==> config.mk <==
export PLATFORM = sky130hd
export DESIGN_NAME = minute_alarm_unit
export DESIGN_NICKNAME = d
export VERILOG_FILES = /design/src/rtl/alm_pkg.sv /design/src/rtl/alm_regfile.sv /design/src/rtl/alm_compare.sv /design/src/rtl/alm_flag_fsm.sv /design/src/rtl/minute_alarm_unit.sv
export SDC_FILE = /design/constraint.sdc
export NUM_CORES = 1
export LEC_CHECK = 0
export BUFFER_PORTS_ARGS = -buffer_cell sky130_fd_sc_hd__buf_4
export CORE_UTILIZATION = 53
export DETAILED_ROUTE_END_ITERATION = 8
export GPL_ROUTABILITY_DRIVEN = 0
export GPL_TIMING_DRIVEN = 0
export HOLD_SLACK_MARGIN = 0.06
export PLACE_DENSITY = 0.84
export REMOVE_ABC_BUFFERS = 1
export SYNTH_ARGS = -nofsm -noshare
export SYNTH_HDL_FRONTEND = slang
export SYNTH_SLANG_ARGS = --single-unit
==> constraint.sdc <==
create_clock -name clk -period 2.5 [get_ports clk]
set_input_delay 0.375 -clock clk [delete_from_list [all_inputs] [get_ports clk]]
set_output_delay 0.375 -clock clk [all_outputs]
set_load 0.05 [all_outputs]
==> src/rtl/alm_pkg.sv <==
package alm_pkg;

    localparam int REG_W      = 8;
    localparam int ADDR_W     = 4;
    localparam int NUM_FIELDS = 4;
    localparam int MIN_W      = 7;
    localparam int HOUR_W     = 6;
    localparam int DAY_W      = 6;
    localparam int WDAY_W     = 3;

    localparam logic [ADDR_W-1:0] ADDR_CTRL  = 4'h1;
    localparam logic [ADDR_W-1:0] ADDR_FIELD = 4'h9;   // first alarm field, others follow

    localparam int FLAG_BIT = 3;
    localparam int IEN_BIT  = 1;
    localparam int DIS_BIT  = 7;

    localparam logic [REG_W-1:0] FIELD_RESET = 8'h80;

    typedef enum logic [0:0] {
        AF_IDLE   = 1'b0,
        AF_RAISED = 1'b1
    } af_state_t;

    // significant-bit mask of alarm field idx (0 min, 1 hour, 2 day, 3 weekday)
    function automatic logic [REG_W-1:0] field_mask(input int idx);
        int w;
        case (idx)
            0:       w = MIN_W;
            1:       w = HOUR_W;
            2:       w = DAY_W;
            default: w = WDAY_W;
        endcase
        return REG_W'((1 << w) - 1);
    endfunction

endpackage

==> src/rtl/alm_regfile.sv <==
module alm_regfile
    import alm_pkg::*;
(
    input  logic                        clk,
    input  logic                        rst_n,
    input  logic [ADDR_W-1:0]           addr_i,
    input  logic                        we_i,
    input  logic [REG_W-1:0]            wdata_i,
    input  logic                        flag_i,
    output logic [REG_W-1:0]            rdata_o,
    output logic [NUM_FIELDS*REG_W-1:0] fields_o,
    output logic                        ien_o,
    output logic                        clr_o
);

    logic [REG_W-1:0] field_q [NUM_FIELDS];
    logic             ctrl_wr;

    assign ctrl_wr = we_i && (addr_i == ADDR_CTRL);
    assign clr_o   = ctrl_wr && !wdata_i[FLAG_BIT];

    always_ff @(posedge clk) begin
        if (!rst_n)       ien_o <= 1'b0;
        else if (ctrl_wr) ien_o <= wdata_i[IEN_BIT];
    end

    for (genvar i = 0; i < NUM_FIELDS; i++) begin : g_field
        always_ff @(posedge clk) begin
            if (!rst_n)
                field_q[i] <= FIELD_RESET;
            else if (we_i && (addr_i == ADDR_W'(ADDR_FIELD + i)))
                field_q[i] <= wdata_i;
        end
        assign fields_o[i*REG_W +: REG_W] = field_q[i];
    end

    always_comb begin
        rdata_o = '0;
        if (addr_i == ADDR_CTRL) begin
            rdata_o[FLAG_BIT] = flag_i;
            rdata_o[IEN_BIT]  = ien_o;
        end
        for (int k = 0; k < NUM_FIELDS; k++)
            if (addr_i == ADDR_W'(ADDR_FIELD + k)) rdata_o = field_q[k];
    end

endmodule

==> src/rtl/alm_compare.sv <==
module alm_compare
    import alm_pkg::*;
(
    input  logic                        clk,
    input  logic                        rst_n,
    input  logic [NUM_FIELDS*REG_W-1:0] fields_i,
    input  logic [NUM_FIELDS*REG_W-1:0] cal_i,
    output logic                        hit_o
);

    logic [NUM_FIELDS-1:0] en;
    logic [NUM_FIELDS-1:0] eq;

    for (genvar i = 0; i < NUM_FIELDS; i++) begin : g_cmp
        localparam logic [REG_W-1:0] MASK = field_mask(i);
        logic [REG_W-1:0] fld;
        assign fld   = fields_i[i*REG_W +: REG_W];
        assign en[i] = !fld[DIS_BIT];
        assign eq[i] = ((fld & MASK) == (cal_i[i*REG_W +: REG_W] & MASK));
    end

    assign hit_o = (|en) && (&(eq | ~en));

    // no field enabled means no hit
    p_all_off_r6: assert property (@(posedge clk) disable iff (!rst_n)
        (en == '0) |-> !hit_o);

endmodule

==> src/rtl/alm_flag_fsm.sv <==
module alm_flag_fsm
    import alm_pkg::*;
(
    input  logic clk,
    input  logic rst_n,
    input  logic tick_i,
    input  logic hit_i,
    input  logic clr_i,
    input  logic ien_i,
    output logic flag_o,
    output logic irq_n_o
);

    af_state_t state_q, state_d;
    logic      set_req;

    assign set_req = tick_i && hit_i;

    always_ff @(posedge clk) begin
        if (!rst_n) state_q <= AF_IDLE;
        else        state_q <= state_d;
    end

    always_comb begin
        state_d = state_q;
        unique case (state_q)
            AF_IDLE:   if (set_req)          state_d = AF_RAISED;
            AF_RAISED: if (clr_i && !set_req) state_d = AF_IDLE;
            default:                          state_d = AF_IDLE;
        endcase
    end

    always_comb begin
        flag_o  = (state_q == AF_RAISED);
        irq_n_o = !(flag_o && ien_i);
    end

    p_rise_needs_tick_r3: assert property (@(posedge clk) disable iff (!rst_n)
        $rose(flag_o) |-> $past(tick_i && hit_i));

    p_set_on_match_r4: assert property (@(posedge clk) disable iff (!rst_n)
        (tick_i && hit_i) |=> flag_o);

    p_clear_r7: assert property (@(posedge clk) disable iff (!rst_n)
        (clr_i && !(tick_i && hit_i)) |=> !flag_o);

    p_sticky_r10: assert property (@(posedge clk) disable iff (!rst_n)
        (flag_o && !clr_i) |=> flag_o);

endmodule

==> src/rtl/minute_alarm_unit.sv <==
module minute_alarm_unit
    import alm_pkg::*;
(
    input  logic              clk,
    input  logic              rst_n,
    input  logic [ADDR_W-1:0] bus_addr,
    input  logic              bus_we,
    input  logic [REG_W-1:0]  bus_wdata,
    output logic [REG_W-1:0]  bus_rdata,
    input  logic [MIN_W-1:0]  cal_min,
    input  logic [HOUR_W-1:0] cal_hour,
    input  logic [DAY_W-1:0]  cal_day,
    input  logic [WDAY_W-1:0] cal_wday,
    input  logic              min_tick,
    output logic              irq_n
);

    logic [NUM_FIELDS*REG_W-1:0] fields;
    logic [NUM_FIELDS*REG_W-1:0] cal_vec;
    logic                        ien, clr, hit, flag;

    assign cal_vec = {REG_W'(cal_wday), REG_W'(cal_day),
                      REG_W'(cal_hour), REG_W'(cal_min)};

    alm_regfile u_regs (
        .clk      (clk),
        .rst_n    (rst_n),
        .addr_i   (bus_addr),
        .we_i     (bus_we),
        .wdata_i  (bus_wdata),
        .flag_i   (flag),
        .rdata_o  (bus_rdata),
        .fields_o (fields),
        .ien_o    (ien),
        .clr_o    (clr)
    );

    alm_compare u_cmp (
        .clk      (clk),
        .rst_n    (rst_n),
        .fields_i (fields),
        .cal_i    (cal_vec),
        .hit_o    (hit)
    );

    alm_flag_fsm u_fsm (
        .clk     (clk),
        .rst_n   (rst_n),
        .tick_i  (min_tick),
        .hit_i   (hit),
        .clr_i   (clr),
        .ien_i   (ien),
        .flag_o  (flag),
        .irq_n_o (irq_n)
    );

    // pin stays released whenever the enable is off
    p_pin_gated_r8: assert property (@(posedge clk) disable iff (!rst_n)
        !ien |-> irq_n);

endmodule

# Word level (Yosys, flattened, before mapping)
# Memory sizes are Yosys's and may differ from the RTL's.
# Index checks and enable logic that the tools add are counted.
[word_totals]
ram_bits = 32
rom_bits = 0
memories = 1
latchBits = 0
reg_bits = 2
output_inout_bits = 9
[memory_table]
columns = ["name", "depth", "width", "rd", "rd_ports_with_merged_regs", "wr", "line_no", "source"]
rows = [
  ["u_regs.field_q", 4, 8, 4, 0, 4, "alm_regfile.sv:16", "logic [REG_W-1:0] field_q [NUM_FIELDS];"],
]
[op_classes]
n_shift = 0
bitwise = 7
div = 0
n_addsub = 0
n_eq_ne = 9
n_mux = 26
n_lt_le_gt_ge = 0
mul = 0
n_reduce_logical = 19
[op_table]
columns = ["op", "n"]
rows = [
  ["$mux W8", 8],
  ["$mux W1", 17],
  ["$eq A4 B4 Y1 const B", 4],
  ["$eq A6 B6 Y1", 2],
  ["$logic_and A1 B1 Y1", 10],
  ["$eq A7 B7 Y1", 1],
  ["$logic_not A1 Y1", 7],
  ["$eq A4 B1 Y1 const B", 1],
  ["$not A4 Y4", 1],
  ["$or A1 B1 Y1", 4],
  ["$or A4 B4 Y4", 1],
  ["$reduce_and A4 Y1", 1],
  ["$reduce_or A4 Y1", 1],
  ["$eq A3 B3 Y1", 1],
  ["$pmux W1 S2", 1],
  ["$not A1 Y1", 1],
]

# Longest topological paths before layout
# Gate-level depths: netlist of the first run.
# An unclocked memory read counts as a cell.
[depth]
word_depth = 11
depth_mapped = 6
ltp_nobuf = 5

# Cells and area by module
# From an unflattened synthesis of the first run, not the netlist that was laid out.
[hier_totals]
hier_cells = 161
hier_area_um2 = 1866.8
[modules_own_cells]
columns = ["mod", "seq_area_each_um2", "n_inst", "cells_each", "area_per_inst_um2"]
rows = [
  ["alm_regfile", 980.9, 1, 123, 1554.0],
  ["alm_compare", 0.0, 1, 32, 267.8],
  ["alm_flag_fsm", 20.0, 1, 5, 41.3],
  ["minute_alarm_unit", 0.0, 1, 1, 3.8],
]

# Worst setup path before layout of the first run
# Ideal clock, no wire load.
[synth_timing]
kind = "input port to flip-flop"
from = "input bus_addr[0]"
to = "memory u_regs.field_q[3][0] (enable)"
path_slack_ns = 0.635
arrival_time_ns = 1.481
path_stages = 3
path_buffers = 0
t_required_ns = 2.116
cell_sequence = "nand3b_2 > or2_4 > o21ai_0"
[synth_lines]
columns = ["element", "line_no", "source"]
rows = [
  ["from (decl)", "minute_alarm_unit.sv:6", "input logic [ADDR_W-1:0] bus_addr,"],
  ["to (decl)", "alm_regfile.sv:16", ""],
]

==> results.md, run 1 <==
- Unrepaired setup endpoints after global routing: no
- Core Area: between 0.003 and 0.004 mm^2
- Total Nets Final: 260
- Min Tclk post-route: approximately 2.2 ns
- Setup crit end kind: flip-flop
- Leak: a little over 0.0009 uW
- CTS root buffer: clkbuf_4
- Final Slew Violations: 0
- Reg2reg setup slack: ~1.1 ns
- Initial antenna violation count: 0
- Multi-input logic area: roughly 860 um^2
- Worst r2r dst: u_fsm.flag_o
- #FFs+latches synth: 34
- DP HPWL: roughly 3400 um
- TritonCTS buffer count: 5
- Worst EP arrival: 2.19 ns
- Starting Density: a little under three fifths
- Maximum clock frequency: 448 MHz
- First-pass GRT wire length: 6740 um
- WL final: around 4300 um
- CP Launch Type: primary input
- Worst path max stage delay: approximately 0.95 ns
- IR drop worst, VDD: roughly 0.36 mV
- # H-tree levels: 2
- Antenna diodes: 0
- Clock latency on the worst-skew pair: 0.34 ns
- Final setup fails: 0
- Final core utilization: 68.9%
- Post-cts resize count: 0
- Layout cell share with drive strength beyond 1: a little over a quarter
- Die Wd: around 60 um
- Die Y: ~62 um
- Hold/Removal Path Class: primary input to flip-flop
- Area delta synth->final: 22.7%
- Mapped Cells: 173
- CTS tree: yes
- Cells along the critical path: buf_4 > nand3b_1 > inv_1 > nand2_2 > o21ai_0
- Distinct cell type count after synthesis: 33
- Total GRT Usage: about a quarter
- DRC Markers: 0
- Worst Tran Pin Value: roughly 1.3 ns
- Fillers: approximately 250
- 1st-iter DRT viols: 67
- Post-CTS setup buffers: 0
- Via density per instance: approximately 5.4
- Warnings from Yosys: 0
- Largest net degree at the start of global routing: 15
- Seq/Total Area, Yosys: between 50% and 60%
- Synth Area per Inst: 10.9 um^2
- CTS sink cnt: 34
- Crit path kind: primary input to flip-flop
- CP max-delay cell: o21ai_0
- Final hold vios: 0
- Clk_skew: 0.0127 ns
- ANT nets after route: 0
- Cell row count: 21
- Reg area: around 0.0010 mm^2
- Top Family by Delay on Critical Path: compound AO/OA/AOI/OAI gates
- R2R depth: 5
- Io pins: 47
- Via count: roughly 1500
- MaxCap Viol Count: 0
- Critical Path RT: between 2 and 2.5 ns
- R2r startpoint: u_regs.field_q[1][1]
- Hold path depth: 2
- Crit. path cell count: 5
- PwrDens: around 500 mW/mm^2
- Rel. slew slack: between 10 and 15%
- Crit path buffers/inverters: 2
- Crit Path Max Fanout: 11
- Die ar.: about 0.0038 mm^2
- Vias in the first global route: approximately 1500
- Cts hold-fix bufs: 0
- Final period util: between 80 and 90%
- Wirelength per Cell: approximately 16 um
- Clock transition at path regs: 0.10 ns
- Final setup TNS: 0 ns
- Post-Syn Area: 0.00189 mm^2
- Critical Path End: u_regs.field_q[2][4]
- TritonRoute pass-1 iters: 4
- I/O Buffers: 46
- CP Launch Point: bus_addr[2]
- Status: complete, no violations
- Grt total ovfl: 0
- Clk buf depth: 2
## layout by cell type, fill, tap and decap left out, types with 2 or more instances in the layout
master and instances:
and2_1 28, buf_4 46, clkbuf_1 2, clkbuf_4 5, dfxtp_1 2, edfxtp_1 32
inv_1 2, mux2i_1 5, nand2_1 22, nand2b_1 3, nand4_1 3, nor2_1 8
nor3_1 2, nor4_1 2, o21a_1 4, o21ai_0 14, o22ai_1 3, o31ai_1 2
or3_1 2, xnor2_1 10, xor2_1 12
## where the power goes
part / switching [uW] / internal, uW
clock: 174 / 106
combinational: 112 / 90.1
sequential: 20.8 / 656
## Yosys cell counts, drive strengths merged
library cell / count / area share (%)
edfxtp: 32 / 51
and2: 28 / 9.3
nand2: 23 / 4.7
o21ai: 14 / 3.7
xor2: 12 / 5.6
xnor2: 10 / 4.6
nor2: 9 / 1.9
mux2i: 5 / 2.6
o21a: 4 / 1.6
buf: 3 / 0.79
nand2b: 3 / 0.99
nand4: 3 / 0.99
nor3: 3 / 1.4
o22ai: 3 / 0.99
dfxtp: 2 / 2.1
inv: 2 / 0.40
nand3b: 2 / 0.99
nor4: 2 / 0.66
o31ai: 2 / 0.79
or3: 2 / 0.66
a31oi: 1 / 0.33
and3: 1 / 0.60
and4bb: 1 / 0.66
clkbuf: 1 / 0.20
nor2b: 1 / 0.33
o2111ai: 1 / 0.46
o211ai: 1 / 0.66
or2: 1 / 0.46
or4: 1 / 0.60
## stage by stage
step                power (uW)  setup slack (ns)  cell area (um^2)  hold slack [ns]  instances
floorplan                  789             0.557              1870            0.463        169
global placement           883           -0.0471              2270            0.488        261
detailed placement         891           -0.0958              2270            0.494        261
CTS                       1160             0.251              2320            0.309        268
global route              1200            0.0423              2320            0.323        268
finish                    1160             0.268              2320            0.315        268
## cell type report
cell class              count  share of cell area (%)
well taps                  46                    2.48
repair buffers             46                    14.9
flip-flops and latches     34                    43.2
clock buffers               7                    1.94
inverters                   2                   0.324
multi-input cells         133                    37.2
## how the worst min path moves through the flow
stage	from	to	slack, ns
after global routing	bus_wdata[7]	u_regs.field_q[0][7]	0.32
after global placement	u_fsm.flag_o	u_fsm.flag_o	0.49
after CTS	bus_wdata[7]	u_regs.field_q[2][7]	0.31
after floorplan	u_fsm.flag_o	u_fsm.flag_o	0.46
after detailed placement	u_fsm.flag_o	u_fsm.flag_o	0.49
final	bus_wdata[7]	u_regs.field_q[2][7]	0.31
## metal layers
layer	GRT usage [%]	wire length [um]
met1	30.3	1580
met2	46.9	2320
met3	6.42	351
met4	8.89	80
met5	0	0
## cell families (layout without fill, tap and decap cells)
| logic type | Yosys count | count (layout) | share of synthesized area [%] |
|---|---|---|---|
| and+or+nand+nor | 80 | 80 | 24.2 |
| DFF | 34 | 34 | 53.0 |
| AOI/OAI and AO/OA | 26 | 26 | 8.54 |
| xor gates and xnor gates | 22 | 22 | 10.2 |
| buffers and inverters | 6 | 55 | 1.39 |
| muxes | 5 | 5 | 2.65 |
## sequential cells by signal, summed over array words and instances (netlist names)
signal and count:
u_regs.field_q 32, u_regs.ien_o 1, u_fsm.flag_o 1
Power figures use the tool's default switching activity.
==> run 2, diff against run 1 <==
--- a/config.mk
+++ b/config.mk
@@ -11,6 +11,7 @@
 export GPL_ROUTABILITY_DRIVEN = 0
 export GPL_TIMING_DRIVEN = 0
 export HOLD_SLACK_MARGIN = 0.06
+export MAX_ROUTING_LAYER = met4
 export PLACE_DENSITY = 0.84
 export REMOVE_ABC_BUFFERS = 1
 export SYNTH_ARGS = -nofsm -noshare
==> run 2 against run 1 <==
  * Clock skew shrank 0.0035 ns
  * Sequential share of layout area unchanged
  * Global-route usage up 0.88 points
  * Sequential power about the same
  * Register-to-register slack hardly changed
  * Largest power group unchanged
  * Power barely moved
  * First-iteration DRC count is 1.5% higher
  * Maximum frequency is 0.11% lower
  * Highest routed layer unchanged
  * Non-clock buffer count is the same
  * Design area did not move
  * Hold slack improved by 0.0032 ns
  * Via count fell by 0.14%
==> results.md, run 2 (synthesized netlist as in run 1, its figures left out) <==
- Cells along the critical path: buf_4 > nand3b_1 > inv_1 > nand2_2 > o21ai_0
- Setup crit end kind: flip-flop
- Die Wd: 61.7 um (unchanged)
- Post-CTS setup buffers: 0 (unchanged)
- 1st-iter DRT viols: 68 (+1.5%)
- Min Tclk post-route: 2.23 ns (+0.00257 ns)
- Crit path kind: primary input to flip-flop
- Top Family by Delay on Critical Path: compound AO/OA/AOI/OAI gates
- Post-Layout Cell Count: 268 (unchanged)
- TritonRoute pass-1 iters: 4 (unchanged)
- PwrDens: 499 mW/mm^2 (about the same)
- Io pins: 47 (unchanged)
- Placed cells: 261 (unchanged)
- TritonCTS buffer count: 5 (unchanged)
- Worst EP arrival: 2.19 ns (about the same)
- Largest register FFs: 32 (unchanged)
- Largest net degree at the start of global routing: 15 (unchanged)
- Cell row count: 21 (unchanged)
- First-pass GRT wire length: 6760 um (+0.21%)
- Die ar.: 0.00381 mm^2 (unchanged)
- # H-tree levels: 2 (unchanged)
- Layout cell share with drive strength beyond 1: 27.0% (unchanged)
- Most flops, register: u_regs.field_q
- Via density per instance: 5.42 (-0.14%)
- Critical Path RT: 2.45 ns (about the same)
- Total Nets Final: 260 (unchanged)
- Total GRT Usage: 26.9% (+0.88 points)
- Clk_skew: 0.00921 ns (-0.00351 ns)
- Hold/Removal Path Class: primary input to flip-flop
- Status: complete, no violations
- Commonest cells after routing, fill and taps aside: buf_4 (46), edfxtp_1 (32), and2_1 (28)
- Grt total ovfl: 0 (unchanged)
- DP HPWL: 3370 um (unchanged)
- ANT nets after route: 0 (unchanged)
- Worst path max stage delay: 0.95 ns (about the same)
- IR drop worst, VDD: 0.356 mV (+0.16%)
- Unrepaired setup endpoints after global routing: no
- Area delta synth->final: 22.7% (unchanged)
- Wirelength per Cell: 16.2 um (+0.44%)
- Clock latency on the worst-skew pair: 0.34 ns (about the same)
- Fillers: 246 (unchanged)
- Leak: 0.000923 uW (unchanged)
- CTS tree: yes
- WL final: 4350 um (+0.44%)
- Via count: 1453 (-0.14%)
- Clock transition at path regs: 0.10 ns (about the same)
- Worst Tran Pin Value: 1.32 ns (+0.0445 ns)
- Final Slew Violations: 0 (unchanged)
- Final period util: 89.4% (+0.10 points)
- Final hold vios: 0 (unchanged)
- Cts hold-fix bufs: 0 (unchanged)
- CTS sink cnt: 34 (unchanged)
- Final setup TNS: 0 ns (unchanged)
- CP max-delay cell: o21ai_0
- DRC Markers: 0 (unchanged)
- Antenna diodes: 0 (unchanged)
- Clk buf depth: 2 (unchanged)
- Rel. slew slack: 11.0% (-3.0 points)
- Crit path buffers/inverters: 2 (unchanged)
- Post-cts resize count: 0 (unchanged)
- Initial antenna violation count: 0 (unchanged)
- Maximum clock frequency: 447 MHz (-0.11%)
- MaxCap Viol Count: 0 (unchanged)
- Starting Density: 56.2% (unchanged)
- Vias in the first global route: 1450 (-0.069%)
- CP Launch Type: primary input
- Crit Path Max Fanout: 11 (unchanged)
- Final setup fails: 0 (unchanged)
- Commonest non-fill, non-tap cell in the layout: buf_4
- Die Y: 61.7 um (unchanged)
- CTS root buffer: clkbuf_4
- I/O Buffers: 46 (unchanged)
- Core Area: 0.00336 mm^2 (unchanged)
==> run 2: cell counts in the layout (fill, tap and decap cells not counted) <==
No cell type changed its count.
==> run 2: power breakdown <==
group | leakage [uW] | switching (uW) | internal, uW | total (uW)
combinational | 0.000573 | 113 | 90.1 | 203
clock | 0.0000254 | 172 | 106 | 278
sequential | 0.000324 | 20.8 | 656 | 676
==> run 2: path summary, 6_finish.rpt <==
| check | start | endpoint | slack (ns) | cells past startpoint |
|---|---|---|---|---|
| setup / recovery | bus_addr[2] | u_regs.field_q[2][4] | 0.27 | 5 |
| hold / removal | bus_wdata[7] | u_regs.field_q[2][7] | 0.32 | 2 |
| setup reg to reg | u_regs.field_q[1][1] | u_fsm.flag_o | 1.07 | 5 |
| hold reg to reg | u_fsm.flag_o | u_fsm.flag_o | 0.51 | 2 |
==> run 2: final cells by class <==
type                    instances  area (um^2)  area share (%)
flip-flops and latches         34         1000            43.2
multi-input cells             133          862            37.2
repair buffers                 46          345            14.9
well taps                      46         57.6            2.48
clock buffers                   7         45.0            1.94
inverters                       2         7.51           0.324
==> run 2: per-layer routing <==
layer	vias to the layer above	GRT usage [%]	wire, um
met5	-	-	0
met4	0	8.89	72
met3	11	6.42	263
met2	52	46.9	2340
met1	680	30.4	1670
li1	710	-	-
==> run 2: through the flow <==
step | setup slack, ns | power, uW | hold slack (ns) | area (um^2) | util [%]
floorplan | 0.557 | 789 | 0.463 | 1870 | -
global placement | -0.0471 | 883 | 0.488 | 2270 | 67.6
detailed placement | -0.0958 | 891 | 0.494 | 2270 | 67.6
CTS | 0.251 | 1160 | 0.309 | 2320 | 68.9
global route | 0.0423 | 1200 | 0.323 | 2320 | 68.9
finish | 0.265 | 1160 | 0.318 | 2320 | 68.9
